File: config.mk
export PLATFORM = sky130hd
export DESIGN_NAME = line_owner_ctrl
export DESIGN_NICKNAME = d
export VERILOG_FILES = /design/src/rtl/line_owner_ctrl.sv
export SDC_FILE = /design/constraint.sdc
export NUM_CORES = 1
export LEC_CHECK = 0
export ABC_AREA = 0
export CORE_MARGIN = 8
export CORE_UTILIZATION = 36
export CTS_CLUSTER_DIAMETER = 40
export DETAILED_ROUTE_END_ITERATION = 12
export GPL_ROUTABILITY_DRIVEN = 0
export GPL_TIMING_DRIVEN = 0
export PLACE_DENSITY = 0.81
export SLEW_MARGIN = 20
export SYNTH_ARGS = -nofsm -noshare
export SYNTH_HDL_FRONTEND = slang
export SYNTH_SLANG_ARGS = --single-unit
File: constraint.sdc
create_clock -name clk -period 1.8 [get_ports clk]
set_input_delay 0.27 -clock clk [delete_from_list [all_inputs] [get_ports clk]]
set_output_delay 0.27 -clock clk [all_outputs]
set_load 0.02 [all_outputs]
File: src/rtl/line_owner_ctrl.sv
module line_owner_ctrl #(
  parameter int NM = 4,
  parameter int DW = 32
) (
  input  logic              clk,
  input  logic              rst_n,
  input  logic [NM-1:0]     req_valid,
  input  logic [2*NM-1:0]   req_op,
  output logic              busy,
  output logic [NM-1:0]     rsp_valid,
  output logic              rsp_has_data,
  output logic [DW-1:0]     rsp_data,
  output logic [NM-1:0]     snp_valid,
  output logic              snp_share,
  input  logic [NM-1:0]     snp_ack,
  input  logic [NM*DW-1:0]  snp_data,
  output logic              mem_wr_en,
  output logic [DW-1:0]     mem_wr_data,
  input  logic              mem_wr_ack,
  output logic              mem_rd_en,
  input  logic [DW-1:0]     mem_rd_data,
  input  logic              mem_rd_valid,
  output logic [2*NM-1:0]   line_state
);
  localparam int IW = (NM > 1) ? $clog2(NM) : 1;
  localparam logic [1:0] OP_RS = 2'd0, OP_RE = 2'd1, OP_CE = 2'd2, OP_ME = 2'd3;
  localparam logic [1:0] L_I = 2'd0, L_SC = 2'd1, L_UC = 2'd2, L_UD = 2'd3;

  typedef enum logic [2:0] {IDLE, SNP, WB, RD, RSP} phase_t;

  phase_t          phase;
  logic [1:0]      st [NM];
  logic [IW-1:0]   cur_id, win;
  logic [1:0]      cur_op, win_op, eff_op;
  logic [NM-1:0]   pend, tgt;
  logic            share_q, wb_need;
  logic [DW-1:0]   wb_data, rd_data;
  logic            needs_data;

  always_comb begin
    win = '0;
    for (int i = NM - 1; i >= 0; i--)
      if (req_valid[i]) win = IW'(i);
  end

  assign win_op = req_op[2*win +: 2];
  assign eff_op = (win_op == OP_CE && st[win] == L_I) ? OP_RE : win_op;

  always_comb begin
    for (int i = 0; i < NM; i++) begin
      if (IW'(i) == win) tgt[i] = 1'b0;
      else if (eff_op == OP_RS) tgt[i] = st[i][1];
      else tgt[i] = (st[i] != L_I);
    end
  end

  assign needs_data = (cur_op == OP_RS) || (cur_op == OP_RE);

  always_ff @(posedge clk) begin
    if (!rst_n) begin
      phase   <= IDLE;
      cur_id  <= '0;
      cur_op  <= OP_RS;
      pend    <= '0;
      share_q <= 1'b0;
      wb_need <= 1'b0;
      wb_data <= '0;
      rd_data <= '0;
      for (int i = 0; i < NM; i++) st[i] <= L_I;
    end else begin
      case (phase)
        IDLE: if (|req_valid) begin
          cur_id  <= win;
          cur_op  <= eff_op;
          pend    <= tgt;
          share_q <= (eff_op == OP_RS);
          wb_need <= 1'b0;
          phase   <= SNP;
        end
        SNP: begin
          for (int i = 0; i < NM; i++) begin
            if (pend[i] && snp_ack[i]) begin
              pend[i] <= 1'b0;
              st[i]   <= share_q ? L_SC : L_I;
              if (st[i] == L_UD && cur_op != OP_ME) begin
                wb_need <= 1'b1;
                wb_data <= snp_data[i*DW +: DW];
              end
            end
          end
          if (pend == '0)
            phase <= wb_need ? WB : (needs_data ? RD : RSP);
        end
        WB: if (mem_wr_ack) phase <= needs_data ? RD : RSP;
        RD: if (mem_rd_valid) begin
          rd_data <= mem_rd_data;
          phase   <= RSP;
        end
        RSP: begin
          st[cur_id] <= (cur_op == OP_RS) ? L_SC : (cur_op == OP_ME) ? L_UD : L_UC;
          phase      <= IDLE;
        end
        default: phase <= IDLE;
      endcase
    end
  end

  assign busy         = (phase != IDLE);
  assign snp_valid    = (phase == SNP) ? pend : '0;
  assign snp_share    = share_q;
  assign mem_wr_en    = (phase == WB);
  assign mem_wr_data  = wb_data;
  assign mem_rd_en    = (phase == RD);
  assign rsp_valid    = (phase == RSP) ? (NM'(1) << cur_id) : '0;
  assign rsp_has_data = (phase == RSP) && needs_data;
  assign rsp_data     = rsp_has_data ? rd_data : '0;

  genvar g;
  generate
    for (g = 0; g < NM; g++) begin : g_ls
      assign line_state[2*g +: 2] = st[g];
    end
  endgenerate
endmodule

; After elaboration in Yosys (flattened, before gate mapping)
; Memory sizes are Yosys's and may differ from the RTL's.
; Index checks and enable logic that the tools add are counted.
[word_totals]
output_inout_bits = 85
latch_bits = 0
memories = 1
mem_bits_rw = 8
romBits = 0
register_bits = 77
[op_classes]
n_lt_le_gt_ge = 0
mul = 0
n_eq_ne = 23
add_sub_neg = 0
div = 0
n_shift = 2
n_mux = 77
bitwise = 4
n_reduce_logical = 33
[memory_table]
columns = memory, words, width, rd, rd_ports_with_merged_regs, wr, line_no
row1 = st, 4, 2, 5, 0, 4, 32  ; logic [1:0] st [NM];
[ops]
columns = operator, n
row1 = 2-to-1 mux 32 bit, 9
row2 = 2-to-1 mux 1 bit, 44
row3 = 2-to-1 mux 2 bit, 12
row4 = 2-to-1 mux 3 bit, 6
row5 = "inequality test 2 bit, second input constant", 7
row6 = "== test 2 bit, second input constant", 6
row7 = 2-to-1 mux 4 bit, 3
row8 = case mux 3 bit (4 select lines), 1
row9 = AND reduction 3 bit, 4
row10 = logical AND 1 bit, 10
row11 = nonzero test 2 bit, 5
row12 = zero test 2 bit, 4
row13 = case mux 4 bit (2 select lines), 1
row14 = indexed part select 8 x 4 -> 2 bit, 1
row15 = "== test 3 x 2 -> 1 bit, second input constant", 2
row16 = AND reduction 2 bit, 3
row17 = "== test 2 bit, first input constant", 2
row18 = zero test 4 bit, 1
row19 = "inequality test 2 x 1 -> 1 bit, second input constant", 2
row20 = bitwise OR 1 bit, 4
row21 = AND reduction 4 bit, 1
row22 = OR reduction 4 bit, 1
row23 = "<< shifter 1 x 2 -> 4 bit, first input constant", 1
row24 = "== test 3 x 1 -> 1 bit, second input constant", 1
row25 = 8 further kinds, 8

; Longest topological paths before layout
[depth]
ltp_word = 13
ltp_mapped = 8
ltp_nobuf = 7

; Least setup slack after synthesis
; No wires, ideal clock.
[synth_timing]
path_type = reg-to-output
start = register phase[2]
end = output rsp_data[22]
n_path_buf = 2
arrival_ns = 1.776
path_slack_ns = -0.246
stages_incl_launch_ff = 6
cell_sequence = dfxtp_1 > buf_4 > or3b_2 > nor2_1 > clkbuf_1 > and2_1
[synth_between]
elab_chain_len = 3
[synth_rtl]
columns = element, line_no
row1 = from (decl), 31  ; phase_t phase;
row2 = from (signal assigned), 92  ; phase <= wb_need ? WB : (needs_data ? RD : RSP);
row3 = from (signal assigned), 94  ; WB: if (mem_wr_ack) phase <= needs_data ? RD : RSP;
row4 = == test 3 bit, 115  ; assign rsp_has_data = (phase == RSP) && needs_data;
row5 = logical AND 1 bit, 115
row6 = via rsp_has_data, 11  ; output logic rsp_has_data,
row7 = 2-to-1 mux 32 bit, 116  ; assign rsp_data = rsp_has_data ? rd_data : '0;
row8 = to (decl), 12  ; output logic [DW-1:0] rsp_data,
; The timed path passes the listed nets, and every way through them passes these cells.

; Worst setup path after layout
[layout_timing]
start = register phase[0]
end = output rsp_data[4]
[layout_between]
elab_chain_len = 3
[layout_rtl]
columns = element, line_no
row1 = == test 3 bit, 115
row2 = logical AND 1 bit, 115
row3 = 2-to-1 mux 32 bit, 116
; No other way between the ends.

==> results.json <==
{
  "timing_worst_setup_path_type": "reg2out",
  "vdd.ir_drop.worst_mv": 0.513,
  "relSlewSlack": 0.641,
  "crit_path_max_incr_delay_ns": 0.43,
  "clkTransAtPathRegs_ns": 0.06,
  "layout_filler_cell_count": 1103,
  "final.period_utilization": 1.20,
  "worstReg2RegEnd": "mem_wr_data[13]",
  "synthMostInstantiatedCell": "sky130_fd_sc_hd__nand2_1",
  "regToRegStartpoint": "cur_op[0]",
  "drcViolationCount": 0,
  "clockBufferDepth": 2,
  "cp_cell_sequence": "buf_6 -> or3b_4 -> nor2_4 -> buf_12 -> clkbuf_8 -> and2_4 -> buf_6",
  "yosys_most_used_dff": "sky130_fd_sc_hd__dfxtp_1",
  "worstPathBufferInverterCount": 4,
  "first_pass_grt_wire_length_um": 33600,
  "detail-route-antenna-nets": 0,
  "cts_tree": "yes",
  "layout.core_utilization": 0.673,
  "dpl_worst_slack_ns": -0.893,
  "rsz_0062_raised_after_global_routing": "yes",
  "initial_core_util": 0.362,
  "fmax_mhz": 462,
  "crit_path_frequent_cell": "sky130_fd_sc_hd__buf_6",
  "buffer_ports.inserted": 263,
  "tritoncts.num_buffers": 9,
  "timing_worst_slew_pin_value_ns": 0.539,
  "worst_hold_startpoint": "snp_ack[0]",
  "finalHoldViolCount": 0,
  "syn_to_final_growth_pct": 85.8,
  "grt_antenna_before_repair": 0,
  "report.final.setup_viol": 66,
  "synth_nets": 797,
  "worst_slack_ns": -0.364,
  "post_synthesis_cell_count": 614,
  "detailedPlacementHpwl_um": 16100,
  "totalPowerFinal_uw": 7740,
  "crit_arrival_ns": 1.89,
  "power.density_mw_per_mm2": 841,
  "drt-vias-per-instance": 5.61,
  "initial_detailed_routing_violation_count": 550,
  "finalInstanceArea_sq_mm": 0.00919,
  "source_to_sink_clock_delay_at_the_later_pin_of_the_worst_skew_pair_ns": 0.34,
  "synthTopCellsByCount": "sky130_fd_sc_hd__nand2_1 (88), sky130_fd_sc_hd__dfxtp_1 (77), sky130_fd_sc_hd__nor3_1 (70), sky130_fd_sc_hd__clkbuf_1 (49), sky130_fd_sc_hd__a21oi_1 (42)",
  "critical_path.top_delay_family": "simple AND/OR/NAND/NOR gates",
  "grt_overflow": 0,
  "routed_wirelength_um": 23200,
  "post_dp_cell_area_sq_mm": 0.00786,
  "synthTopCellsByArea": "sky130_fd_sc_hd__dfxtp_1 (31%), sky130_fd_sc_hd__mux2_2 (7.3%), sky130_fd_sc_hd__nor3_1 (7.1%)",
  "critPathLaunchType": "register",
  "largest_net_degree_at_the_start_of_global_routing": 14,
  "hold_path_class": "in2reg",
  "cts.htree.levels": 3,
  "ff2ff_path_depth": 7,
  "die_x_um": 133,
  "netlist.area_leader.share": 0.312,
  "max-cap-violations": 0,
  "floorplan_core_area_sq_mm": 0.0137,
  "setup.worst_path.end_class": "output port",
  "critPathSlowestCell": "sky130_fd_sc_hd__or3b_4",
  "area_of_the_die_sq_mm": 0.0178,
  "layout_min_cycle_time_ns": 2.16,
  "placementRows": 43,
  "synth_largest_area_cell": "sky130_fd_sc_hd__dfxtp_1",
  "clock-root-buffer": "sky130_fd_sc_hd__clkbuf_16",
  "synth.avg_cell_area_sq_um": 8.06,
  "failing_checks": "setup timing",
  "outcome": "complete, but fails checks",
  "drt_pre_antenna_iters": 5,
  "track_usage": 0.236,
  "clock_sinks": 85,
  "ys_types": 50,
  "regToRegSetupSlack_ns": -0.10,
  "synth.ff_latch_count": 85,
  "synth_async_sr_flop_share": 0,
  "cp_max_fo": 9,
  "yosys_warnings": 0,
  "multi_input_area_sq_mm": 0.00335,
  "io_pins": 265,
  "post_route_cells_drive_above_1_share": 0.307,
  "wl_per_cell_um": 20.8,
  "number_of_flops_mapped_to_enable_cells_by_yosys": 8,
  "diodes": 0,
  "finClkSkew_ns": 0.00891,
  "register_cell_area_after_layout_sq_mm": 0.00179,
  "final_net_count": 1111,
  "critPathRequiredTime_ns": 1.53,
  "timing.hold.worst_endpoint": "pend[0]",
  "synth.cell_area_sq_mm": 0.00495,
  "dr_total_vias": 6248,
  "power.static_leakage_uw": 0.00345,
  "fp.dieH_um": 133,
  "grt_pass1_vias": 6044,
  "hold-path-cell-count": 4,
  "final_max_slew_violation_count": 0,
  "synth-seq-area-share": 0.360
}
[cell families (layout without fill, tap and decap cells)]
| group | after synthesis | after routing | share of synthesized area |
|---|---|---|---|
| compound gates | 173 | 173 | 0.250 |
| fa+ha+maj | 3 | 3 | 0.00759 |
| buf+inv | 70 | 389 | 0.0576 |
| flops | 85 | 85 | 0.360 |
| mux | 34 | 34 | 0.0794 |
| simple gates | 249 | 249 | 0.245 |
[worst max-delay path by stage]
stage / from / cells past startpoint / slack [ns] / to
after floorplan: phase[2] / 5 / -0.01 / rsp_data[22]
after global placement: phase[2] / 6 / -0.84 / rsp_data[5]
after detailed placement: phase[2] / 6 / -0.89 / rsp_data[4]
after CTS: phase[0] / 7 / -0.37 / rsp_data[20]
after global routing: phase[0] / 7 / -0.42 / rsp_data[5]
final: phase[0] / 7 / -0.36 / rsp_data[4]
[final cells by class]
type	count	area share
sequential	85	0.195
clock buffer	12	0.0268
clock inverter	4	0.00259
tap	180	0.0245
multi-input combinational	459	0.365
buffer	51	0.0431
timing repair buffer	308	0.337
inverter	14	0.00599
[registers in the layout, indices dropped and copies added (netlist names)]
register,cells
cur_id,2
cur_op,2
mem_wr_data,32
pend,4
phase,3
rd_data,32
snp_share,1
st,8
wb_need,1
[cells in the final DEF, fill, tap and decap left out, types with 13 or more instances in the layout]
master                              n
sky130_fd_sc_hd__and2_4            24
sky130_fd_sc_hd__a221oi_2          32
sky130_fd_sc_hd__nor3_1            62
sky130_fd_sc_hd__o21ai_0           39
sky130_fd_sc_hd__a21oi_1           42
sky130_fd_sc_hd__buf_4             38
sky130_fd_sc_hd__dfxtp_1           71
sky130_fd_sc_hd__nand2_1           83
sky130_fd_sc_hd__mux2_2            22
sky130_fd_sc_hd__a221o_1           33
sky130_fd_sc_hd__clkbuf_2          19
sky130_fd_sc_hd__buf_6             49
sky130_fd_sc_hd__nor2_1            20
sky130_fd_sc_hd__clkbuf_1          13
sky130_fd_sc_hd__clkdlybuf4s50_1  214
[metal layers]
| metal | track usage | wire length, um | vias up |
|---|---|---|---|
| met3 | 0.0572 | 1600 | 52 |
| met5 | 0 | 0 | - |
| met2 | 0.397 | 11600 | 290 |
| met1 | 0.279 | 9220 | 2997 |
| li1 | - | - | 2909 |
| met4 | 0.101 | 752 | 0 |
[worst min-delay path, cell delays in order]
cell                             delay, ns
sky130_fd_sc_hd__dlymetal6s2s_1       0.15
sky130_fd_sc_hd__nand2_1              0.07
sky130_fd_sc_hd__nand3_1              0.08
sky130_fd_sc_hd__a21oi_1              0.06
[power by group]
part           switching [uW]  internal, uW
Combinational            1930          1800
Sequential                176          2090
Clock                     773           968
Total                    2880          4850
[stage by stage]
stage / instances / setup TNS (ns) / hold WS [ns]
after floorplan: 614 / -0.216 / 0.406
after global placement: 1057 / -58.14 / 0.437
after detailed placement: 1057 / -60.16 / 0.442
after CTS: 1102 / -13.56 / 0.419
after global routing: 1113 / -17.76 / 0.340
final: 1113 / -13.71 / 0.343
[what timing repair did]
action                                  in CTS  in global routing
gates cloned                                 4                  3
endpoints found under the setup margin      98                126
hold endpoints to repair                     0                  0
resized for setup                          374                111
setup buffers                               25                 15
pin swaps                                   28                 40
hold buffers                                 0                  0
Note: power is estimated with default switching activity, not from simulation.
